`src/rtl/utx_pkg.sv`:
```
package utx_pkg;

    localparam int FRAME_W = 12;
    localparam int LEN_W   = 4;

    typedef struct packed {
        logic       brk;
        logic       par_stick;
        logic       par_even;
        logic       par_en;
        logic       stop2;
        logic [1:0] wlen;
    } line_ctl_t;

    typedef enum logic [1:0] {
        TX_IDLE  = 2'd0,
        TX_SHIFT = 2'd1,
        TX_BREAK = 2'd2
    } tx_state_e;

    typedef struct packed {
        logic [FRAME_W-1:0] bits;
        logic [LEN_W-1:0]   nbits;
    } frame_t;

    function automatic logic [LEN_W-1:0] data_len(line_ctl_t c);
        return LEN_W'(5) + LEN_W'(c.wlen);
    endfunction

    function automatic logic [LEN_W-1:0] frame_len(line_ctl_t c);
        return LEN_W'(1) + data_len(c) + LEN_W'(c.par_en) + (c.stop2 ? LEN_W'(2) : LEN_W'(1));
    endfunction

    function automatic frame_t build_frame(logic [7:0] d, line_ctl_t c);
        frame_t           f;
        logic [LEN_W-1:0] nd;
        logic [7:0]       dm;
        logic             par;
        nd = data_len(c);
        dm = '0;
        f.bits = '1;
        f.bits[0] = 1'b0;
        for (int i = 0; i < 8; i++) begin
            if (i < int'(nd)) begin
                dm[i] = d[i];
                f.bits[i+1] = d[i];
            end
        end
        if (c.par_stick) par = ~c.par_even;
        else if (c.par_even) par = ^dm;
        else par = ~^dm;
        if (c.par_en) f.bits[nd + LEN_W'(1)] = par;
        f.nbits = frame_len(c);
        return f;
    endfunction

endpackage

```
`src/rtl/utx_baud.sv`:
```
module utx_baud #(
    parameter int DIV_W = 16
) (
    input  logic             clk,
    input  logic             rst,
    input  logic [DIV_W-1:0] divisor,
    output logic             bit_tick
);
    localparam int SUB_W = 4;

    logic [DIV_W-1:0] pre_cnt;
    logic [SUB_W-1:0] sub_cnt;
    logic             sub_tick;

    assign sub_tick = (divisor != '0) && (pre_cnt >= divisor - DIV_W'(1));
    assign bit_tick = sub_tick && (sub_cnt == '1);

    always_ff @(posedge clk) begin
        if (rst || divisor == '0) begin
            pre_cnt <= '0;
            sub_cnt <= '0;
        end else if (sub_tick) begin
            pre_cnt <= '0;
            sub_cnt <= sub_cnt + SUB_W'(1);
        end else begin
            pre_cnt <= pre_cnt + DIV_W'(1);
        end
    end

    assert_no_tick_zero_div_R11: assert property (@(posedge clk) disable iff (rst)
        (divisor == '0) |-> !bit_tick);

    assert_tick_spacing_R2: assert property (@(posedge clk) disable iff (rst)
        bit_tick |=> !bit_tick);

endmodule

```
`src/rtl/utx_fifo.sv`:
```
module utx_fifo #(
    parameter int WIDTH = 8,
    parameter int DEPTH = 16
) (
    input  logic             clk,
    input  logic             rst,
    input  logic             push,
    input  logic [WIDTH-1:0] push_data,
    input  logic             pop,
    output logic [WIDTH-1:0] head,
    output logic             empty
);
    localparam int AW = $clog2(DEPTH);
    localparam logic [AW:0] FULL_CNT = (AW+1)'(DEPTH);

    logic [WIDTH-1:0] mem [DEPTH];
    logic [AW-1:0]    wr_ptr, rd_ptr;
    logic [AW:0]      count;
    logic             full, do_push, do_pop;

    assign full    = (count == FULL_CNT);
    assign empty   = (count == '0);
    assign do_push = push && !full;
    assign do_pop  = pop && !empty;
    assign head    = mem[rd_ptr];

    always_ff @(posedge clk) begin
        if (do_push) mem[wr_ptr] <= push_data;
    end

    always_ff @(posedge clk) begin
        if (rst) begin
            wr_ptr <= '0;
            rd_ptr <= '0;
            count  <= '0;
        end else begin
            if (do_push) wr_ptr <= wr_ptr + AW'(1);
            if (do_pop)  rd_ptr <= rd_ptr + AW'(1);
            case ({do_push, do_pop})
                2'b10:   count <= count + (AW+1)'(1);
                2'b01:   count <= count - (AW+1)'(1);
                default: count <= count;
            endcase
        end
    end

    assert_no_overflow_R6: assert property (@(posedge clk) disable iff (rst)
        count <= FULL_CNT);

    assert_no_underflow_R6: assert property (@(posedge clk) disable iff (rst)
        pop |-> !empty);

    assert_full_drop_R6: assert property (@(posedge clk) disable iff (rst)
        (full && push && !pop) |=> (count == FULL_CNT));

endmodule

```
`src/rtl/utx_shift.sv`:
```
module utx_shift
    import utx_pkg::*;
(
    input  logic      clk,
    input  logic      rst,
    input  logic      bit_tick,
    input  line_ctl_t ctl,
    input  logic      fifo_empty,
    input  logic [7:0] fifo_data,
    output logic      fifo_pop,
    output logic      txd,
    output logic      idle
);
    tx_state_e          state;
    logic [FRAME_W-1:0] shreg;
    logic [LEN_W-1:0]   left;
    logic [LEN_W-1:0]   hold;
    logic               brk_entry;
    logic               launch;
    frame_t             nf;

    assign nf        = build_frame(fifo_data, ctl);
    assign brk_entry = ctl.brk && (state != TX_BREAK);
    assign launch    = !brk_entry && bit_tick && !fifo_empty &&
                       ((state == TX_IDLE) || (state == TX_SHIFT && left == '0));
    assign fifo_pop  = launch;
    assign idle      = (state == TX_IDLE);

    always_ff @(posedge clk) begin
        if (rst) begin
            state <= TX_IDLE;
            txd   <= 1'b1;
            shreg <= '1;
            left  <= '0;
            hold  <= '0;
        end else if (brk_entry) begin
            state <= TX_BREAK;
            txd   <= 1'b0;
            hold  <= frame_len(ctl) + LEN_W'(2);
        end else if (launch) begin
            state <= TX_SHIFT;
            txd   <= nf.bits[0];
            shreg <= {1'b1, nf.bits[FRAME_W-1:1]};
            left  <= nf.nbits - LEN_W'(1);
        end else if (bit_tick) begin
            case (state)
                TX_SHIFT: begin
                    if (left != '0) begin
                        txd   <= shreg[0];
                        shreg <= {1'b1, shreg[FRAME_W-1:1]};
                        left  <= left - LEN_W'(1);
                    end else begin
                        state <= TX_IDLE;
                        txd   <= 1'b1;
                    end
                end
                TX_BREAK: begin
                    if (hold > LEN_W'(1)) begin
                        hold <= hold - LEN_W'(1);
                    end else if (!ctl.brk) begin
                        state <= TX_IDLE;
                        txd   <= 1'b1;
                    end
                end
                default: ;
            endcase
        end
    end

    assert_break_drives_low_R7: assert property (@(posedge clk) disable iff (rst)
        ctl.brk |=> !txd);

    assert_hold_keeps_low_R9: assert property (@(posedge clk) disable iff (rst)
        (state == TX_BREAK && hold > LEN_W'(1)) |=> !txd);

    assert_idle_line_high_R3: assert property (@(posedge clk) disable iff (rst)
        (state == TX_IDLE) |-> txd);

    assert_no_pop_in_break_R10: assert property (@(posedge clk) disable iff (rst)
        (state == TX_BREAK) |-> !fifo_pop);

endmodule

```
`src/rtl/uart_tx_brk.sv`:
```
module uart_tx_brk
    import utx_pkg::*;
#(
    parameter int DIV_W  = 16,
    parameter int QDEPTH = 16
) (
    input  logic             clk,
    input  logic             rst,
    input  logic [DIV_W-1:0] divisor,
    input  logic [6:0]       line_ctl,
    input  logic             wr_en,
    input  logic [7:0]       wr_data,
    output logic             txd,
    output logic             thr_empty,
    output logic             tx_empty
);
    line_ctl_t  ctl;
    logic       bit_tick;
    logic       pop;
    logic [7:0] head;
    logic       q_empty;
    logic       sh_idle;

    assign ctl = line_ctl_t'(line_ctl);

    utx_baud #(.DIV_W(DIV_W)) u_baud (
        .clk      (clk),
        .rst      (rst),
        .divisor  (divisor),
        .bit_tick (bit_tick)
    );

    utx_fifo #(.WIDTH(8), .DEPTH(QDEPTH)) u_fifo (
        .clk       (clk),
        .rst       (rst),
        .push      (wr_en),
        .push_data (wr_data),
        .pop       (pop),
        .head      (head),
        .empty     (q_empty)
    );

    utx_shift u_shift (
        .clk        (clk),
        .rst        (rst),
        .bit_tick   (bit_tick),
        .ctl        (ctl),
        .fifo_empty (q_empty),
        .fifo_data  (head),
        .fifo_pop   (pop),
        .txd        (txd),
        .idle       (sh_idle)
    );

    assign thr_empty = q_empty;
    assign tx_empty  = q_empty && sh_idle;

    assert_status_order_R5: assert property (@(posedge clk) disable iff (rst)
        (tx_empty && !wr_en) |=> thr_empty);

endmodule

```
`config.mk`:
```
export PLATFORM = sky130hd
export DESIGN_NAME = uart_tx_brk
export DESIGN_NICKNAME = d
export VERILOG_FILES = /design/src/rtl/utx_pkg.sv /design/src/rtl/utx_baud.sv /design/src/rtl/utx_fifo.sv /design/src/rtl/utx_shift.sv /design/src/rtl/uart_tx_brk.sv
export SDC_FILE = /design/constraint.sdc
export NUM_CORES = 1
export LEC_CHECK = 0
export BUFFER_PORTS_ARGS = -buffer_cell sky130_fd_sc_hd__clkbuf_2
export CELL_PAD_IN_SITES_DETAIL_PLACEMENT = 0
export CELL_PAD_IN_SITES_GLOBAL_PLACEMENT = 1
export CORE_MARGIN = 2
export CORE_UTILIZATION = 55
export CTS_BUF_LIST = sky130_fd_sc_hd__clkbuf_4 sky130_fd_sc_hd__clkbuf_8 sky130_fd_sc_hd__clkbuf_16
export CTS_CLUSTER_SIZE = 40
export DETAILED_ROUTE_END_ITERATION = 10
export PLACE_DENSITY = 0.82
export SYNTH_ARGS = -nofsm -noshare
export SYNTH_HDL_FRONTEND = slang
export SYNTH_HIERARCHICAL = 1
export SYNTH_SLANG_ARGS = --single-unit
```
`constraint.sdc`:
```
create_clock -name clk -period 9.1 [get_ports clk]
set_clock_uncertainty 0.15 [all_clocks]
set_input_delay 0.91 -clock clk [delete_from_list [all_inputs] [get_ports clk]]
set_output_delay 0.91 -clock clk [all_outputs]
set_load 0.005 [all_outputs]
```
==> run_results.csv <==
group,metric,value,unit
logic_synthesis,yosys_warnings,6,
floorplanning,rows,47,
finish,fill_cells,1301,
worst_setup_path,crit_fanout,31,
grt,grt_pass1_vias,5951,
clock_tree,cts_buffer_depth,2,
clock_tree,cts_buffers,17,
min_path,hold_path_depth,2,
grt,grtUsageTotal,0.224,
worst_setup_path,required,9.25,ns
clock_tree,ctsHoldBuffers,0,
logic_synthesis,synthArstFlopShare,0,
grt,grt_max_degree,42,
drt,drt-total-wl,19300,um
run,maxCapViolations,0,
worst_setup_path,crit_type,"in -> reg",
grt,overflow,0,
sta,report.final.slew_viol_count,0,
finish,n_antenna_cell,0,
grt,antenna_found_initial,0,
drt,routed_via_density,6.04,
status,status,"finished clean",
finish,layout-drive-gt1-share,0.169,
place,globalplace.congestion,0.800,
logic_synthesis,syn_inst,736,
logic_synthesis,yosys_register_bits,187,
sta,min_period,6.94,ns
clock_tree,cts_max_level,4,
clock_tree,cts-root-buf,"clkbuf_16",
finish,layout_common_cells,"edfxtp_1 (128), nor2_1 (62), dfxtp_1 (57)",
worst_setup_path,cp-start-kind,"input pin",
sta,worst_pin_slew,1.31,ns
finish,nNetsFinal,845,
logic_synthesis,synth_edf_count,128,
sta,fin_setup_tns,0,ns
clock_tree,numClockSinks,187,
drt,antenna_left,0,
power,ir_worst_vdd,150,uV
min_path,hold_path_class,"reg -> reg",
power,powerDensity,182,nW/um^2
drt,first_pass_iters,5,
drt,num_vias,6025,
sta,hold_viol,0,
grt,grt_pass1_wl,30900,um
drt,wl_per_cell,19.3,um
clock_tree,post_cts_buffers,0,
floorplanning,initial_core_util,0.563,
logic_synthesis,ys_seq_area_frac,0.538,
sta,whs,0.323,ns
clock_tree,clk_pin_slew,0.07,ns
place,io_buffers,36,
worst_setup_path,worstRegToRegCells,18,
worst_setup_path,worstPathArrival,7.10,ns
clock_tree,ctsResizeCount,0,
logic_synthesis,synth_nets,817,
place,hpwlAfterDp,13200,um
floorplanning,die_x,134,um
sta,max_freq,144,MHz
floorplanning,core_area,16600,um^2
clock_tree,cts_tree,"done",
floorplanning,ioPinCount,37,
sta,relSlewSlack,0.118,
sta,period_share,0.763,
drt,remaining_drc_errors,0,
floorplanning,die_h,134,um
floorplanning,floorplan.die_area,18000,um^2
power,p_leak,3.67,nW
logic_synthesis,avgSynthCellArea,12.7,um^2
drt,drt_first_iter_violations,413,
logic_synthesis,synthFlopType,"edfxtp_1",
finish,area_growth,10.6,%
logic_synthesis,syn_area,9340,um^2
clock_tree,worstSkewPairLatency,0.44,ns
logic_synthesis,synth.distinct_cells,83,
worst_setup_path,critPathCaptureType,"flip-flop",
finish,mostFrequentLayoutCell,"edfxtp_1",
sta,rsz0062_at_grt,"no",
sta,finalSetupViolations,0,
==> registers in the layout, summed over array words and instances, names as in the netlist, named ones only <==
name and cells:
u_baud/pre_cnt 16, u_baud/sub_cnt 4, u_fifo/count 5, u_fifo/mem 128
u_fifo/rd_ptr 4, u_fifo/wr_ptr 4, u_shift/hold 4, u_shift/left 4
u_shift/shreg 11, u_shift/state 2, u_shift/txd 1
==> path summary, 6_finish.rpt <==
kind                                                startpoint                             end  slack, ns
worst max-delay path                                divisor[3]    u_fifo/count[4]$_SDFFE_PP0P_       2.16
worst min-delay path            u_baud/sub_cnt[3]$_SDFFE_PP0P_  u_baud/sub_cnt[3]$_SDFFE_PP0P_       0.32
worst max register to register   u_baud/pre_cnt[14]$_SDFF_PP0_    u_fifo/count[4]$_SDFFE_PP0P_       3.71
worst min register to register  u_baud/sub_cnt[3]$_SDFFE_PP0P_  u_baud/sub_cnt[3]$_SDFFE_PP0P_       0.32
==> cells in the mapped netlist, types with 5 or more instances <==
cell type  count  share of area
mux2i_1       11          0.012
buf_6          5         0.0060
nand2_1       39          0.016
nor2b_1       11         0.0074
o21a_1         5         0.0040
nand3b_1       6         0.0048
dfxtp_1       59           0.13
or3_1          6         0.0040
nor2_1        62          0.025
xnor2_1       29          0.027
a21oi_1       18         0.0096
clkbuf_1      17         0.0068
nand3_1       15         0.0080
a22oi_1       18          0.014
inv_1         28          0.011
nor3_1        30          0.016
nand4_1        8         0.0054
ha_1          45          0.060
a211oi_1       8         0.0064
mux4_2        32          0.077
o21ai_0       16         0.0086
edfxtp_1     128           0.41
buf_2          6         0.0032
and3_1         8         0.0054
nor4_1         7         0.0047
nand2b_1       7         0.0047
xor2_1        18          0.017
==> area by class of cell <==
| class | count | area [um^2] | share of cell area |
|---|---|---|---|
| sequential | 187 | 5030 | 0.487 |
| multi-input combinational | 486 | 4030 | 0.390 |
| clock buffer | 17 | 425 | 0.0412 |
| tap | 220 | 275 | 0.0267 |
| clock inverter | 15 | 234 | 0.0227 |
| timing repair buffer | 41 | 218 | 0.0211 |
| inverter | 31 | 116 | 0.0113 |
==> power breakdown <==
part	internal (W)	switching [W]	leakage (nW)	total (W)
clock network	0.000433	0.000372	0.319	0.000804
registers	0.000920	0.00000912	1.64	0.000929
logic	0.0000564	0.0000942	1.71	0.000151
total	0.00141	0.000475	3.67	0.00188
==> cell families (layout without fill, tap and decap cells) <==
logic type	after synthesis	count (layout)	share of synthesized area
XOR/XNOR	49	49	0.0482
flip-flops	187	187	0.538
AO/OA/AOI/OAI	117	117	0.0952
multiplexers	44	44	0.0901
AND/OR/NAND/NOR	229	229	0.134
adder cells (fa/ha/maj)	47	47	0.0646
buffers and inverters	63	104	0.0305
==> metal layers <==
layer	track usage	wire (um)	vias to the layer above
met5	0	0	-
met4	0.0766	359	0
met3	0.0412	568	29
met2	0.388	9900	99
met1	0.283	8440	3051
li1	-	-	2846
==> per-stage QoR <==
stage,power (W),utilization,setup slack (ns),area (um^2),instances
6_report,0.00188,0.623,2.16,10300,997
5_1_grt,0.00195,0.623,1.46,10300,997
4_1_cts,0.00189,0.623,2.23,10300,997
3_5_place_dp,0.00110,0.583,1.82,9670,965
3_3_place_gp,0.00109,0.583,2.09,9670,965
2_1_floorplan,0.00105,-,2.79,9340,736
==> worst max-delay path, stage by stage <==
cell       delay, ns
clkbuf_2        0.10
or2_2           0.33
nor4_4          0.32
nand3_1         0.27
nor3b_1         0.32
xnor2_1         0.10
ha_1            0.29
nand4_1         0.13
or4_1           0.60
a221oi_2        0.39
nor3_1          0.12
nor3_1          0.60
nand2_1         0.14
or2_4           0.35
inv_2           0.43
o21ai_4         0.15
inv_1           0.09
ha_1            0.36
xor2_1          0.19
ha_1            0.25
nand2_1         0.07
o21ai_0         0.29
nor3_1          0.09
nand4bb_1       0.20
(Power assumes the default switching activity.)
